File: src/rtl/gpio_trig_pkg.sv
package gpio_trig_pkg;
  localparam int unsigned REG_W = 32;
  localparam int unsigned IDX_W = 6;

  typedef enum logic [1:0] {
    TRG_OFF  = 2'd0,
    TRG_LOW  = 2'd1,
    TRG_HIGH = 2'd2,
    TRG_EDGE = 2'd3
  } trig_mode_e;

  // packed so that mode lands in [7:6] and index in [5:0]
  typedef struct packed {
    trig_mode_e        mode;
    logic [IDX_W-1:0]  idx;
  } trig_cfg_t;

  localparam int unsigned CFG_W = $bits(trig_cfg_t);

  localparam logic [7:0] OFS_IN  = 8'h00;
  localparam logic [7:0] OFS_OUT = 8'h08;
  localparam logic [7:0] OFS_DIR = 8'h10;
  localparam logic [7:0] OFS_CFG = 8'h18;
endpackage

File: src/rtl/gpio_sync.sv
module gpio_sync #(
  parameter int unsigned WIDTH  = 22,
  parameter int unsigned STAGES = 2
) (
  input  logic             clk_i,
  input  logic             rst_ni,
  input  logic [WIDTH-1:0] d_i,
  output logic [WIDTH-1:0] q_o
);
  logic [WIDTH-1:0] stage_q [STAGES];

  for (genvar s = 0; s < STAGES; s++) begin : g_stage
    if (s == 0) begin : g_first
      always_ff @(posedge clk_i or negedge rst_ni) begin
        if (!rst_ni) stage_q[s] <= '0;
        else         stage_q[s] <= d_i;
      end
    end else begin : g_next
      always_ff @(posedge clk_i or negedge rst_ni) begin
        if (!rst_ni) stage_q[s] <= '0;
        else         stage_q[s] <= stage_q[s-1];
      end
    end
  end

  assign q_o = stage_q[STAGES-1];
endmodule

File: src/rtl/gpio_regs.sv
module gpio_regs
  import gpio_trig_pkg::*;
#(
  parameter int unsigned NUM_PINS = 22,
  parameter int unsigned ADDR_W   = 8
) (
  input  logic                clk_i,
  input  logic                rst_ni,
  input  logic [ADDR_W-1:0]   addr_i,
  input  logic                we_i,
  input  logic [REG_W-1:0]    wdata_i,
  output logic [REG_W-1:0]    rdata_o,
  input  logic [NUM_PINS-1:0] sync_i,
  output logic [NUM_PINS-1:0] out_o,
  output logic [NUM_PINS-1:0] dir_o,
  output trig_cfg_t           cfg_o,
  output logic                cfg_wr_o
);
  logic sel_out, sel_dir, sel_cfg, sel_in;
  logic [NUM_PINS-1:0] out_q, dir_q;
  trig_cfg_t cfg_q;

  assign sel_in  = (addr_i == ADDR_W'(OFS_IN));
  assign sel_out = (addr_i == ADDR_W'(OFS_OUT));
  assign sel_dir = (addr_i == ADDR_W'(OFS_DIR));
  assign sel_cfg = (addr_i == ADDR_W'(OFS_CFG));

  always_ff @(posedge clk_i or negedge rst_ni) begin
    if (!rst_ni) begin
      out_q <= '0;
      dir_q <= '0;
      cfg_q <= '{mode: TRG_OFF, idx: '0};
    end else if (we_i) begin
      if (sel_out) out_q <= wdata_i[NUM_PINS-1:0];
      if (sel_dir) dir_q <= wdata_i[NUM_PINS-1:0];
      if (sel_cfg) cfg_q <= trig_cfg_t'(wdata_i[CFG_W-1:0]);
    end
  end

  logic unused_wdata;
  assign unused_wdata = ^wdata_i;

  always_comb begin
    rdata_o = '0;
    unique case (1'b1)
      sel_in:  rdata_o = REG_W'(sync_i);
      sel_out: rdata_o = REG_W'(out_q);
      sel_dir: rdata_o = REG_W'(dir_q);
      sel_cfg: rdata_o = REG_W'(cfg_q);
      default: rdata_o = '0;
    endcase
  end

  assign out_o    = out_q;
  assign dir_o    = dir_q;
  assign cfg_o    = cfg_q;
  assign cfg_wr_o = we_i & sel_cfg;
endmodule

File: src/rtl/gpio_trig_unit.sv
module gpio_trig_unit
  import gpio_trig_pkg::*;
#(
  parameter int unsigned NUM_PINS = 22
) (
  input  logic                clk_i,
  input  logic                rst_ni,
  input  logic [NUM_PINS-1:0] sync_i,
  input  trig_cfg_t           cfg_i,
  input  logic                cfg_wr_i,
  output logic                irq_o
);
  localparam int unsigned PAD_W = 1 << IDX_W;

  logic [NUM_PINS-1:0] prev_q;
  logic [PAD_W-1:0]    cur_pad, prev_pad;
  logic                idx_ok, cur_bit, prev_bit, changed, pend_q;

  assign cur_pad  = PAD_W'(sync_i);
  assign prev_pad = PAD_W'(prev_q);
  assign idx_ok   = (cfg_i.idx < IDX_W'(NUM_PINS));
  assign cur_bit  = cur_pad[cfg_i.idx];
  assign prev_bit = prev_pad[cfg_i.idx];
  assign changed  = idx_ok & (cur_bit ^ prev_bit);

  always_ff @(posedge clk_i or negedge rst_ni) begin
    if (!rst_ni) begin
      prev_q <= '0;
      pend_q <= 1'b0;
    end else begin
      prev_q <= sync_i;
      // config write wins over a coincident change
      if (cfg_wr_i)                                pend_q <= 1'b0;
      else if (cfg_i.mode == TRG_EDGE && changed)  pend_q <= 1'b1;
    end
  end

  always_comb begin
    unique case (cfg_i.mode)
      TRG_LOW:  irq_o = idx_ok & ~cur_bit;
      TRG_HIGH: irq_o = idx_ok &  cur_bit;
      TRG_EDGE: irq_o = pend_q;
      default:  irq_o = 1'b0;
    endcase
  end
endmodule

File: src/rtl/gpio_trig_ctrl.sv
module gpio_trig_ctrl
  import gpio_trig_pkg::*;
#(
  parameter int unsigned NUM_PINS = 22,
  parameter int unsigned ADDR_W   = 8,
  parameter int unsigned SYNC_STG = 2
) (
  input  logic                clk_i,
  input  logic                rst_ni,
  input  logic [ADDR_W-1:0]   addr_i,
  input  logic                we_i,
  input  logic [31:0]         wdata_i,
  output logic [31:0]         rdata_o,
  input  logic [NUM_PINS-1:0] pin_i,
  output logic [NUM_PINS-1:0] pin_o,
  output logic [NUM_PINS-1:0] pin_oe_o,
  output logic                irq_o
);
  logic [NUM_PINS-1:0] sync_w;
  trig_cfg_t           cfg_q;
  logic                cfg_wr;

  gpio_sync #(.WIDTH(NUM_PINS), .STAGES(SYNC_STG)) u_sync (
    .clk_i (clk_i),
    .rst_ni(rst_ni),
    .d_i   (pin_i),
    .q_o   (sync_w)
  );

  gpio_regs #(.NUM_PINS(NUM_PINS), .ADDR_W(ADDR_W)) u_regs (
    .clk_i   (clk_i),
    .rst_ni  (rst_ni),
    .addr_i  (addr_i),
    .we_i    (we_i),
    .wdata_i (wdata_i),
    .rdata_o (rdata_o),
    .sync_i  (sync_w),
    .out_o   (pin_o),
    .dir_o   (pin_oe_o),
    .cfg_o   (cfg_q),
    .cfg_wr_o(cfg_wr)
  );

  gpio_trig_unit #(.NUM_PINS(NUM_PINS)) u_trig (
    .clk_i   (clk_i),
    .rst_ni  (rst_ni),
    .sync_i  (sync_w),
    .cfg_i   (cfg_q),
    .cfg_wr_i(cfg_wr),
    .irq_o   (irq_o)
  );
endmodule

File: config.mk
export PLATFORM = sky130hd
export DESIGN_NAME = gpio_trig_ctrl
export DESIGN_NICKNAME = d
export VERILOG_FILES = /design/src/rtl/gpio_trig_pkg.sv /design/src/rtl/gpio_sync.sv /design/src/rtl/gpio_regs.sv /design/src/rtl/gpio_trig_unit.sv /design/src/rtl/gpio_trig_ctrl.sv
export SDC_FILE = /design/constraint.sdc
export NUM_CORES = 1
export LEC_CHECK = 0
export BUFFER_PORTS_ARGS = -buffer_cell sky130_fd_sc_hd__buf_4
export CAP_MARGIN = 20
export CORE_ASPECT_RATIO = 1.75
export CORE_MARGIN = 5
export CORE_UTILIZATION = 29
export DETAILED_ROUTE_END_ITERATION = 7
export GPL_ROUTABILITY_DRIVEN = 0
export PLACE_DENSITY = 0.58
export REMOVE_ABC_BUFFERS = 1
export SYNTH_ARGS = -nofsm -noshare
export SYNTH_HDL_FRONTEND = slang
export SYNTH_SLANG_ARGS = --single-unit
File: constraint.sdc
create_clock -name clk_i -period 3.36 [get_ports clk_i]
set_input_delay 0.84 -clock clk_i [delete_from_list [all_inputs] [get_ports clk_i]]
set_output_delay 0.84 -clock clk_i [all_outputs]
set_load 0.01 [all_outputs]
==> impl_metrics.env, run 1 <==
export IMPL_min_period_ns=3.22
export IMPL_min_delay_path_depth=0
export IMPL_core_area_sq_mm=0.0164
export IMPL_whs_ns=0.342
export IMPL_synth_cell_types=36
export IMPL_grt_antenna_before_repair=0
export IMPL_yosysMostFrequentCell="dfrtp_1"
export IMPL_netSwitchingFraction_pct=21.7
export IMPL_drv_slew=0
export IMPL_drt_total_wl_um=12800
export IMPL_final_hold_violation_count=0
export IMPL_pwr_share_comb_pct=8.3
export IMPL_fin_crit_sh_pct=95.8
export IMPL_clkTransAtPathRegs_ns=0.05
export IMPL_ys_ff_latch=119
export IMPL_fp_dieW_um=108
export IMPL_outcome="finished, final reports clean"
export IMPL_vias_per_cell=4.48
export IMPL_ff2ff_path_depth=8
export IMPL_ys_flop_type="dfrtp_1"
export IMPL_drt_pass1_iterations=4
export IMPL_worstReg2RegEnd="u_trig.pend_q$_DFFE_PN0P_"
export IMPL_power_internal_mw=2.86
export IMPL_final_cell_area_sq_mm=0.00671
export IMPL_io_pin_count=142
export IMPL_finalNetCount=551
export IMPL_ys_async_sr_fraction_pct=100
export IMPL_endpoint_kind="output port"
export IMPL_pwr_share_seq_pct=42.6
export IMPL_std_cell_rows=62
export IMPL_synthToLayoutAreaGrowth_pct=38.0
export IMPL_grt_ovfl_total=0
export IMPL_synth_common_cells="dfrtp_1, mux2_2, nor2_1, mux2i_1, a21oi_1"
export IMPL_switchingPower_mw=0.792
export IMPL_min_from="u_sync.stage_q[35]$_DFF_PN0_"
export IMPL_synth_compound_area_share_pct=3.11
export IMPL_synthXorXnorAreaFrac_pct=0
export IMPL_slew_headroom_pct=64.0
export IMPL_synthMuxAreaShare_pct=23.8
export IMPL_cts_tree="built"
export IMPL_placed_area_sq_mm=0.00608
export IMPL_rsz0062_at_grt="no"
export IMPL_diodes=0
export IMPL_synth_top_family_by_area="multiplexers"
export IMPL_vias=3220
export IMPL_groute_usage_overall_pct=13.7
export IMPL_synth_top_area_share_pct=61.2
export IMPL_portBuffers=121
export IMPL_cts_root_buf="clkbuf_16"
export IMPL_ir_worst_vdd_uv=347
export IMPL_clkPwrFrac_pct=49.1
export IMPL_initial_core_util_pct=29.6
export IMPL_leakage_nw=3.30
export IMPL_rrSetupSlack_ns=1.30
export IMPL_hold_buffers=0
export IMPL_die_y_um=181
export IMPL_grt_pass1_vias=3568
export IMPL_htreeDepth=4
export IMPL_fin_tns_setup_ns=0
export IMPL_synth_edf_count=0
export IMPL_grt_pass1_wl_um=19900
export IMPL_cts_inserted_buffers=17
export IMPL_drtIter0Drc=122
export IMPL_finClkSkew_ns=0.00882
export IMPL_arrival_ns=2.38
export IMPL_synth_simple_gate_area_share_pct=7.82
export IMPL_finalPower_mw=3.65
export IMPL_cap_violations=0
export IMPL_cts_sinks=119
export IMPL_synth_adder_area_share_pct=0.772
export IMPL_fmax_mhz=311
export IMPL_setup_viol=0
export IMPL_ys_seq_area_share_pct=61.2
export IMPL_clock_path_buffers=2
export IMPL_synth_warning_count=0
export IMPL_clk_latency_ns=0.40
export IMPL_dieArea_sq_mm=0.0196
export IMPL_grt_max_degree=87
export IMPL_hold_class="reg -> reg"
export IMPL_crit_path_start_kind="register"
export IMPL_synth_area_sq_mm=0.00486
export IMPL_route_detailed_drc=0
export IMPL_worst_pin_slew_ns=0.538
export IMPL_yosys_area_top_type="dfrtp_1"
export IMPL_avgSynthCellArea_sq_um=14.4
export IMPL_drt_wirelength_per_cell_um=17.9
export IMPL_cellPowerDensity_mw_per_mm2=543
export IMPL_cp_required_ns=2.52
export IMPL_drive_gt1_share_pct=48.8
export IMPL_critical_path_max_fanout=5
export IMPL_syn_inst=339
export IMPL_hold_end="u_sync.q_o[13]$_DFF_PN0_"
export IMPL_r2r_start="u_regs.cfg_o[0]$_DFFE_PN0P_"
export IMPL_fin_util_pct=40.8
export IMPL_critPathKind="reg -> out"
export IMPL_dp_hpwl_um=9480
export IMPL_fillers=1619
export IMPL_ant_nets=0
export IMPL_synthTopCellsByArea="dfrtp_1, mux2_2, mux4_2"
## worst max-delay path, stage by stage (launching register included)
cell and delay (ns):
dfrtp_2 0.43, buf_6 0.13, mux4_2 0.49, nand2b_1 0.09, a31o_2 0.16, o21ai_2 0.08
nor4bb_1 0.14, or3_1 0.32, buf_6 0.13
## metrics by stage
step	setup WS, ns	std cells
3_5_place_dp	0.310	683
6_report	0.140	718
2_1_floorplan	0.164	323
4_1_cts	0.0000668	715
3_3_place_gp	0.311	683
5_1_grt	0.0206	718
## final cells by class
type	instances	area (sq um)	area share, %
Sequential cell	119	2980	44.4
Multi-Input combinational cell	201	1770	26.3
Timing Repair Buffer	141	1090	16.3
Clock buffer	20	457	6.80
Tap cell	224	280	4.17
Clock inverter	10	129	1.92
Inverter	3	11.3	0.168
## how the worst max path moves through the flow
stage | from | slack [ns] | end
after floorplan | u_regs.cfg_o[0]$_DFFE_PN0P_ | 0.16 | irq_o
after global placement | u_regs.cfg_o[0]$_DFFE_PN0P_ | 0.31 | irq_o
after detailed placement | u_regs.cfg_o[0]$_DFFE_PN0P_ | 0.31 | irq_o
after CTS | u_regs.cfg_o[0]$_DFFE_PN0P_ | 0.00007 | irq_o
after global routing | u_regs.cfg_o[0]$_DFFE_PN0P_ | 0.02 | irq_o
final | u_regs.cfg_o[0]$_DFFE_PN0P_ | 0.14 | irq_o
## flip-flops by register name, indices dropped and copies added (netlist names)
name            count
u_trig.prev_q      22
u_sync.stage_q     22
u_regs.dir_o       22
u_sync.q_o         22
u_regs.out_o       22
u_trig.pend_q       1
u_regs.cfg_o        8
## layer usage
| layer | GRT usage, % | wire length [um] | up-vias |
|---|---|---|---|
| met5 | 0 | 0 | - |
| met4 | 4.40 | 154 | 0 |
| met3 | 2.93 | 435 | 10 |
| met2 | 26.8 | 7830 | 83 |
| met1 | 13.9 | 4420 | 1652 |
| li1 | - | - | 1475 |
## logic make-up (layout without fill, tap and decap cells)
kind of cell / after synthesis / after routing
other: 1 / 10
AO/OA/AOI/OAI: 25 / 25
adder cells (fa/ha/maj): 3 / 3
multiplexers: 91 / 91
flip-flops: 119 / 119
AND/OR/NAND/NOR: 72 / 72
buffers and inverters: 28 / 174
## placed cells by master, fill, tap and decap left out, types with 3 or more instances in the layout
master	instances
clkbuf_16	17
and3_1	8
ha_1	3
nand4b_1	3
a21oi_1	17
nand2_1	6
conb_1	10
inv_1	3
nand3_1	6
buf_4	137
clkinv_2	6
dfrtp_1	118
mux2i_1	24
mux4_2	12
bufinv_16	3
nor2_1	34
nand2b_1	3
nor2b_1	3
mux2_2	53
## what timing repair did
item	CTS	global route
resized for setup	2	1
cloned	0	0
setup endpoints to repair	1	1
buffers inserted	2	3
pin swaps	1	2
## power groups by stage
stage	combinational [mW]	sequential, mW	clock [mW]
CTS	0.309	1.56	1.83
global placement	0.299	1.58	0
detailed placement	0.305	1.58	0
global route	0.334	1.57	1.89
finish	0.303	1.56	1.79
floorplan	0.111	1.58	0
Note: power is estimated with default switching activity, not from simulation.
==> run 2, diff against run 1 <==
--- a/config.mk
+++ b/config.mk
@@ -7,12 +7,14 @@
 export LEC_CHECK = 0
 export BUFFER_PORTS_ARGS = -buffer_cell sky130_fd_sc_hd__buf_4
 export CAP_MARGIN = 20
+export CELL_PAD_IN_SITES_DETAIL_PLACEMENT = 0
+export CELL_PAD_IN_SITES_GLOBAL_PLACEMENT = 2
 export CORE_ASPECT_RATIO = 1.75
 export CORE_MARGIN = 5
 export CORE_UTILIZATION = 29
 export DETAILED_ROUTE_END_ITERATION = 7
 export GPL_ROUTABILITY_DRIVEN = 0
-export PLACE_DENSITY = 0.58
+export PLACE_DENSITY = 0.77
 export REMOVE_ABC_BUFFERS = 1
 export SYNTH_ARGS = -nofsm -noshare
 export SYNTH_HDL_FRONTEND = slang
==> run 2 against run 1 <==
Against the previous run: design area grew 0.24%; fmax is 0.42% lower; critical path depth down 2; total power rose by 1.2%; clock skew rose by 0.0014 ns; sequential share of layout area shrank 0.11 points; hold slack better by 0.00067 ns; combinational power is essentially flat; register-to-register slack improved by 0.03 ns; largest cell class unchanged; largest power group unchanged.
==> impl_metrics.env, run 2 (synthesis gave the netlist of run 1 again) <==
export IMPL_grt_ovfl_total=0
export IMPL_cts_tree="built"
export IMPL_clkPwrFrac_pct=49.5
export IMPL_vias_per_cell=4.52
export IMPL_final_hold_violation_count=0
export IMPL_clkTransAtPathRegs_ns=0.06
export IMPL_fillers=1626
export IMPL_slew_headroom_pct=57.4
export IMPL_clk_latency_ns=0.40
export IMPL_cp_required_ns=2.52
export IMPL_finalNetCount=550
export IMPL_io_pin_count=142
export IMPL_fin_crit_sh_pct=96.2
export IMPL_place_ws_ns=0.315
export IMPL_route_detailed_drc=0
export IMPL_endpoint_kind="output port"
export IMPL_outcome="finished, final reports clean"
export IMPL_htreeDepth=4
export IMPL_drt_pass1_iterations=4
export IMPL_std_cell_rows=62
export IMPL_leakage_nw=3.29
export IMPL_hold_class="reg -> reg"
export IMPL_groute_usage_overall_pct=13.9
export IMPL_hold_buffers=0
export IMPL_cellPowerDensity_mw_per_mm2=548
export IMPL_initial_core_util_pct=29.6
export IMPL_power_internal_mw=2.87
export IMPL_critPathKind="reg -> out"
export IMPL_cts_inserted_buffers=17
export IMPL_vias=3252
export IMPL_fmax_mhz=309
export IMPL_core_area_sq_mm=0.0164
export IMPL_diodes=0
export IMPL_worst_pin_slew_ns=0.638
export IMPL_fin_tns_setup_ns=0
export IMPL_fin_util_pct=40.9
export IMPL_synthToLayoutAreaGrowth_pct=38.3
export IMPL_grt_max_degree=74
export IMPL_pwr_share_comb_pct=8.3
export IMPL_final_cell_mix="buf_4, dfrtp_1, mux2_2"
export IMPL_crit_path_start_kind="register"
export IMPL_setup_viol=0
export IMPL_die_y_um=181
export IMPL_dp_cells=684
export IMPL_switchingPower_mw=0.820
export IMPL_dp_hpwl_um=9700
export IMPL_cts_root_buf="clkbuf_16"
export IMPL_portBuffers=121
export IMPL_cts_sinks=119
export IMPL_rsz0062_at_grt="no"
export IMPL_drv_slew=0
export IMPL_arrival_ns=2.39
export IMPL_rrSetupSlack_ns=1.33
export IMPL_drive_gt1_share_pct=48.9
export IMPL_drt_wirelength_per_cell_um=18.2
export IMPL_drt_total_wl_um=13100
export IMPL_drtIter0Drc=88
export IMPL_grt_pass1_wl_um=20200
export IMPL_finClkSkew_ns=0.0102
export IMPL_min_period_ns=3.23
export IMPL_clock_path_buffers=2
export IMPL_fin_ws_ns=0.126
export IMPL_grt_antenna_before_repair=0
export IMPL_dieArea_sq_mm=0.0196
export IMPL_netSwitchingFraction_pct=22.2
export IMPL_cap_violations=0
export IMPL_fp_dieW_um=108
export IMPL_pwr_share_seq_pct=42.2
export IMPL_layout_commonest_cell="buf_4"
export IMPL_grt_pass1_vias=3624
export IMPL_critical_path_max_fanout=4
export IMPL_fin_cells=719
export IMPL_ant_nets=0
export IMPL_ir_worst_vdd_uv=388
==> run 2: cell types whose count changed in the layout (fill, tap and decap cells not counted), sizes merged <==
cell | previous run | this run
clkinvlp | 0 | 3
clkinv | 7 | 5
buf | 141 | 140
inv | 3 | 4
==> run 2: per-stage QoR <==
step	instance area (sq um)	hold WS [ns]	power (mW)
after global routing	6730	0.348	3.83
after CTS	6710	0.346	3.73
final	6730	0.343	3.69
after global placement	6080	0.332	1.88
after detailed placement	6080	0.335	1.89
after floorplan	4760	0.331	1.69
==> run 2: repair_timing <==
item / CTS / global route
pin swaps: 1 / 3
gates resized for setup: 3 / 2
buffers inserted: 2 / 1
hold endpoints to repair: 0 / 0
setup endpoints to repair: 1 / 1
==> run 2: final timing paths <==
| kind | start | to | cells past startpoint |
|---|---|---|---|
| hold reg to reg | u_sync.stage_q[28]$_DFF_PN0_ | u_sync.q_o[6]$_DFF_PN0_ | 0 |
| hold / removal | u_sync.stage_q[28]$_DFF_PN0_ | u_sync.q_o[6]$_DFF_PN0_ | 0 |
| max in group asynchronous | rst_ni | u_trig.prev_q[17]$_DFF_PN0_ | 2 |
| min in group asynchronous | rst_ni | u_regs.out_o[16]$_DFFE_PN0P_ | 1 |
| setup / recovery | u_regs.cfg_o[0]$_DFFE_PN0P_ | irq_o | 6 |
| setup reg to reg | u_regs.cfg_o[0]$_DFFE_PN0P_ | u_trig.pend_q$_DFFE_PN0P_ | 9 |
==> run 2: final cells by class <==
type / instances / area (sq um) / area share (%)
Clock buffer: 20 / 457 / 6.79
Tap cell: 224 / 280 / 4.16
Inverter: 3 / 11.3 / 0.167
Sequential cell: 119 / 2980 / 44.3
Multi-Input combinational cell: 201 / 1780 / 26.5
Timing Repair Buffer: 140 / 1070 / 15.9
Clock inverter: 12 / 150 / 2.23
==> run 2: layer usage <==
metal | GRT usage (%) | routed length (um)
met1 | 13.9 | 4390
met2 | 27.1 | 7990
met3 | 3.32 | 481
met4 | 4.65 | 219
met5 | 0 | 0
==> run 2: worst max-delay path, stage by stage, from the launching register on <==
cell	delay [ns]
dfrtp_2	0.42
mux4_2	0.55
a211oi_4	0.31
o21ai_4	0.10
nor4bb_1	0.14
or3_1	0.31
buf_4	0.15
==> run 2: power by group through the flow <==
stage	registers (mW)	logic, mW	clock network, mW
after floorplan	1.58	0.111	0
after global placement	1.58	0.299	0
after detailed placement	1.58	0.305	0
after CTS	1.56	0.308	1.87
after global routing	1.57	0.336	1.92
final	1.56	0.306	1.83
==> run 3, diff against run 2 <==
--- a/config.mk
+++ b/config.mk
@@ -11,10 +11,10 @@
 export CELL_PAD_IN_SITES_GLOBAL_PLACEMENT = 2
 export CORE_ASPECT_RATIO = 1.75
 export CORE_MARGIN = 5
-export CORE_UTILIZATION = 29
+export CORE_UTILIZATION = 34
 export DETAILED_ROUTE_END_ITERATION = 7
 export GPL_ROUTABILITY_DRIVEN = 0
-export PLACE_DENSITY = 0.77
+export PLACE_DENSITY = 0.87
 export REMOVE_ABC_BUFFERS = 1
 export SYNTH_ARGS = -nofsm -noshare
 export SYNTH_HDL_FRONTEND = slang
==> run 3 against run 2 <==
Against the previous run: global-route usage is 1.6 points higher; clock skew shrank 0.0032 ns; register-to-register slack improved by 0.11 ns; fmax grew 0.10%; sequential cell count stayed put; critical endpoint unchanged.
==> impl_metrics.env, run 3 (synthesis gave the netlist of run 1 again) <==
export IMPL_finalNetCount=548
export IMPL_fmax_mhz=310
export IMPL_drt_pass1_iterations=4
export IMPL_fin_cells=673
export IMPL_diodes=0
export IMPL_leakage_nw=3.31
export IMPL_slew_headroom_pct=44.3
export IMPL_critPathKind="reg -> out"
export IMPL_fin_crit_sh_pct=96.2
export IMPL_cts_root_buf="clkbuf_16"
export IMPL_initial_core_util_pct=34.2
export IMPL_drive_gt1_share_pct=48.9
export IMPL_clkPwrFrac_pct=52.2
export IMPL_groute_usage_overall_pct=15.5
export IMPL_fp_dieW_um=100
export IMPL_final_cell_mix="buf_4, dfrtp_1, mux2_2"
export IMPL_startpoint="u_regs.cfg_o[0]$_DFFE_PN0P_"
export IMPL_power_internal_mw=3.06
export IMPL_cts_inserted_buffers=17
export IMPL_grt_ovfl_total=0
export IMPL_dieArea_sq_mm=0.0169
export IMPL_grt_antenna_before_repair=0
export IMPL_ff2ff_path_depth=6
export IMPL_grt_pass1_vias=3661
export IMPL_fin_tns_setup_ns=0
export IMPL_cellPowerDensity_mw_per_mm2=578
export IMPL_setup_viol=0
export IMPL_r2r_start="u_regs.cfg_o[0]$_DFFE_PN0P_"
export IMPL_route_detailed_drc=0
export IMPL_synthToLayoutAreaGrowth_pct=38.4
export IMPL_ant_nets=0
export IMPL_vias_per_cell=4.85
export IMPL_min_period_ns=3.23
export IMPL_setup_worst_path_end="irq_o"
export IMPL_portBuffers=121
export IMPL_layout_commonest_cell="buf_4"
export IMPL_worst_pin_slew_ns=0.835
export IMPL_grt_max_degree=67
export IMPL_drv_slew=0
export IMPL_switchingPower_mw=0.828
export IMPL_dp_cells=639
export IMPL_drt_wirelength_per_cell_um=18.4
export IMPL_cts_sinks=119
export IMPL_drt_total_wl_um=12400
export IMPL_endpoint_kind="output port"
export IMPL_rsz0062_at_grt="no"
export IMPL_std_cell_rows=58
export IMPL_clkTransAtPathRegs_ns=0.06
export IMPL_die_y_um=168
export IMPL_finalPower_mw=3.89
export IMPL_rrSetupSlack_ns=1.44
export IMPL_clk_latency_ns=0.40
export IMPL_pwr_share_seq_pct=40.0
export IMPL_vias=3262
export IMPL_pwr_share_comb_pct=7.8
export IMPL_arrival_ns=2.39
export IMPL_grt_pass1_wl_um=19900
export IMPL_core_area_sq_mm=0.0142
export IMPL_outcome="finished, final reports clean"
export IMPL_dp_hpwl_um=9110
export IMPL_crit_path_start_kind="register"
export IMPL_hold_class="reg -> reg"
export IMPL_htreeDepth=4
export IMPL_final_hold_violation_count=0
export IMPL_worstReg2RegEnd="u_trig.pend_q$_DFFE_PN0P_"
export IMPL_cts_tree="built"
export IMPL_cp_required_ns=2.52
export IMPL_ir_worst_vdd_uv=463
export IMPL_finClkSkew_ns=0.00698
export IMPL_clock_path_buffers=2
export IMPL_cap_violations=0
export IMPL_io_pin_count=142
export IMPL_netSwitchingFraction_pct=21.3
export IMPL_hold_buffers=0
export IMPL_drtIter0Drc=131
export IMPL_critical_path_max_fanout=5
run 3: cell types whose count changed in the layout (fill, tap and decap cells not counted), moves of 2 or more:
cell       change
clkinv_2       -3
buf_6          +2
bufinv_16      +2
clkbuf_8       +2
buf_4          -4
run 3: layout make-up:
class                           instances  area [sq um]
Clock buffer                           21           480
Clock inverter                         11           194
Fill cell                            1323          7490
Inverter                                3          11.3
Multi-Input combinational cell        201          1770
Sequential cell                       119          2980
Tap cell                              180           225
Timing Repair Buffer                  138          1070
run 3: per-layer routing:
layer  global-route usage [%]  part of all wire (%)  up-vias
met5                        0                     0        -
met4                     5.92                   1.7        0
met3                     3.11                   3.6       16
met2                     29.8                    61       77
met1                     16.0                    34     1699
li1                         -                     -     1470
run 3: critical path, cell delays in order, from the launching register on:
cell and delay (ns):
dfrtp_2 0.43, mux4_2 0.51, nor2b_4 0.14, a211oi_2 0.24, o21ai_4 0.09, nor4bb_1 0.14, or3_1 0.32, buf_6 0.13
run 3: power groups by stage:
| stage | Combinational [mW] | Sequential, mW | Clock, mW |
|---|---|---|---|
| after global routing | 0.331 | 1.57 | 2.14 |
| after floorplan | 0.111 | 1.58 | 0 |
| final | 0.302 | 1.56 | 2.03 |
| after CTS | 0.304 | 1.56 | 2.07 |
| after detailed placement | 0.301 | 1.58 | 0 |
| after global placement | 0.296 | 1.58 | 0 |
run 3: worst min-delay path by stage:
stage	from	to	slack, ns	cells past startpoint
floorplan	u_sync.stage_q[22]$_DFF_PN0_	u_sync.q_o[0]$_DFF_PN0_	0.33	0
finish	u_sync.stage_q[40]$_DFF_PN0_	u_sync.q_o[18]$_DFF_PN0_	0.34	0
detailed placement	u_sync.stage_q[35]$_DFF_PN0_	u_sync.q_o[13]$_DFF_PN0_	0.33	0
global route	u_sync.stage_q[35]$_DFF_PN0_	u_sync.q_o[13]$_DFF_PN0_	0.35	0
CTS	u_sync.stage_q[40]$_DFF_PN0_	u_sync.q_o[18]$_DFF_PN0_	0.34	0
global placement	u_sync.stage_q[41]$_DFF_PN0_	u_sync.q_o[19]$_DFF_PN0_	0.33	0
run 3: per-stage QoR:
stage	cell area, sq um	worst slack [ns]	utilization, %	hold WS [ns]
floorplan	4760	0.164	-	0.331
global placement	6030	0.321	42.4	0.332
detailed placement	6030	0.341	42.4	0.335
CTS	6710	0.0236	47.2	0.342
global route	6730	0.0402	47.3	0.350
finish	6730	0.129	47.3	0.342
run 3: timing repair:
| action | in CTS | in global routing |
|---|---|---|
| resized for setup | 1 | 3 |
| endpoints found under the setup margin | 1 | 1 |
| cloned | 0 | 0 |
| setup buffers | 1 | 1 |
| pin swaps | 0 | 4 |
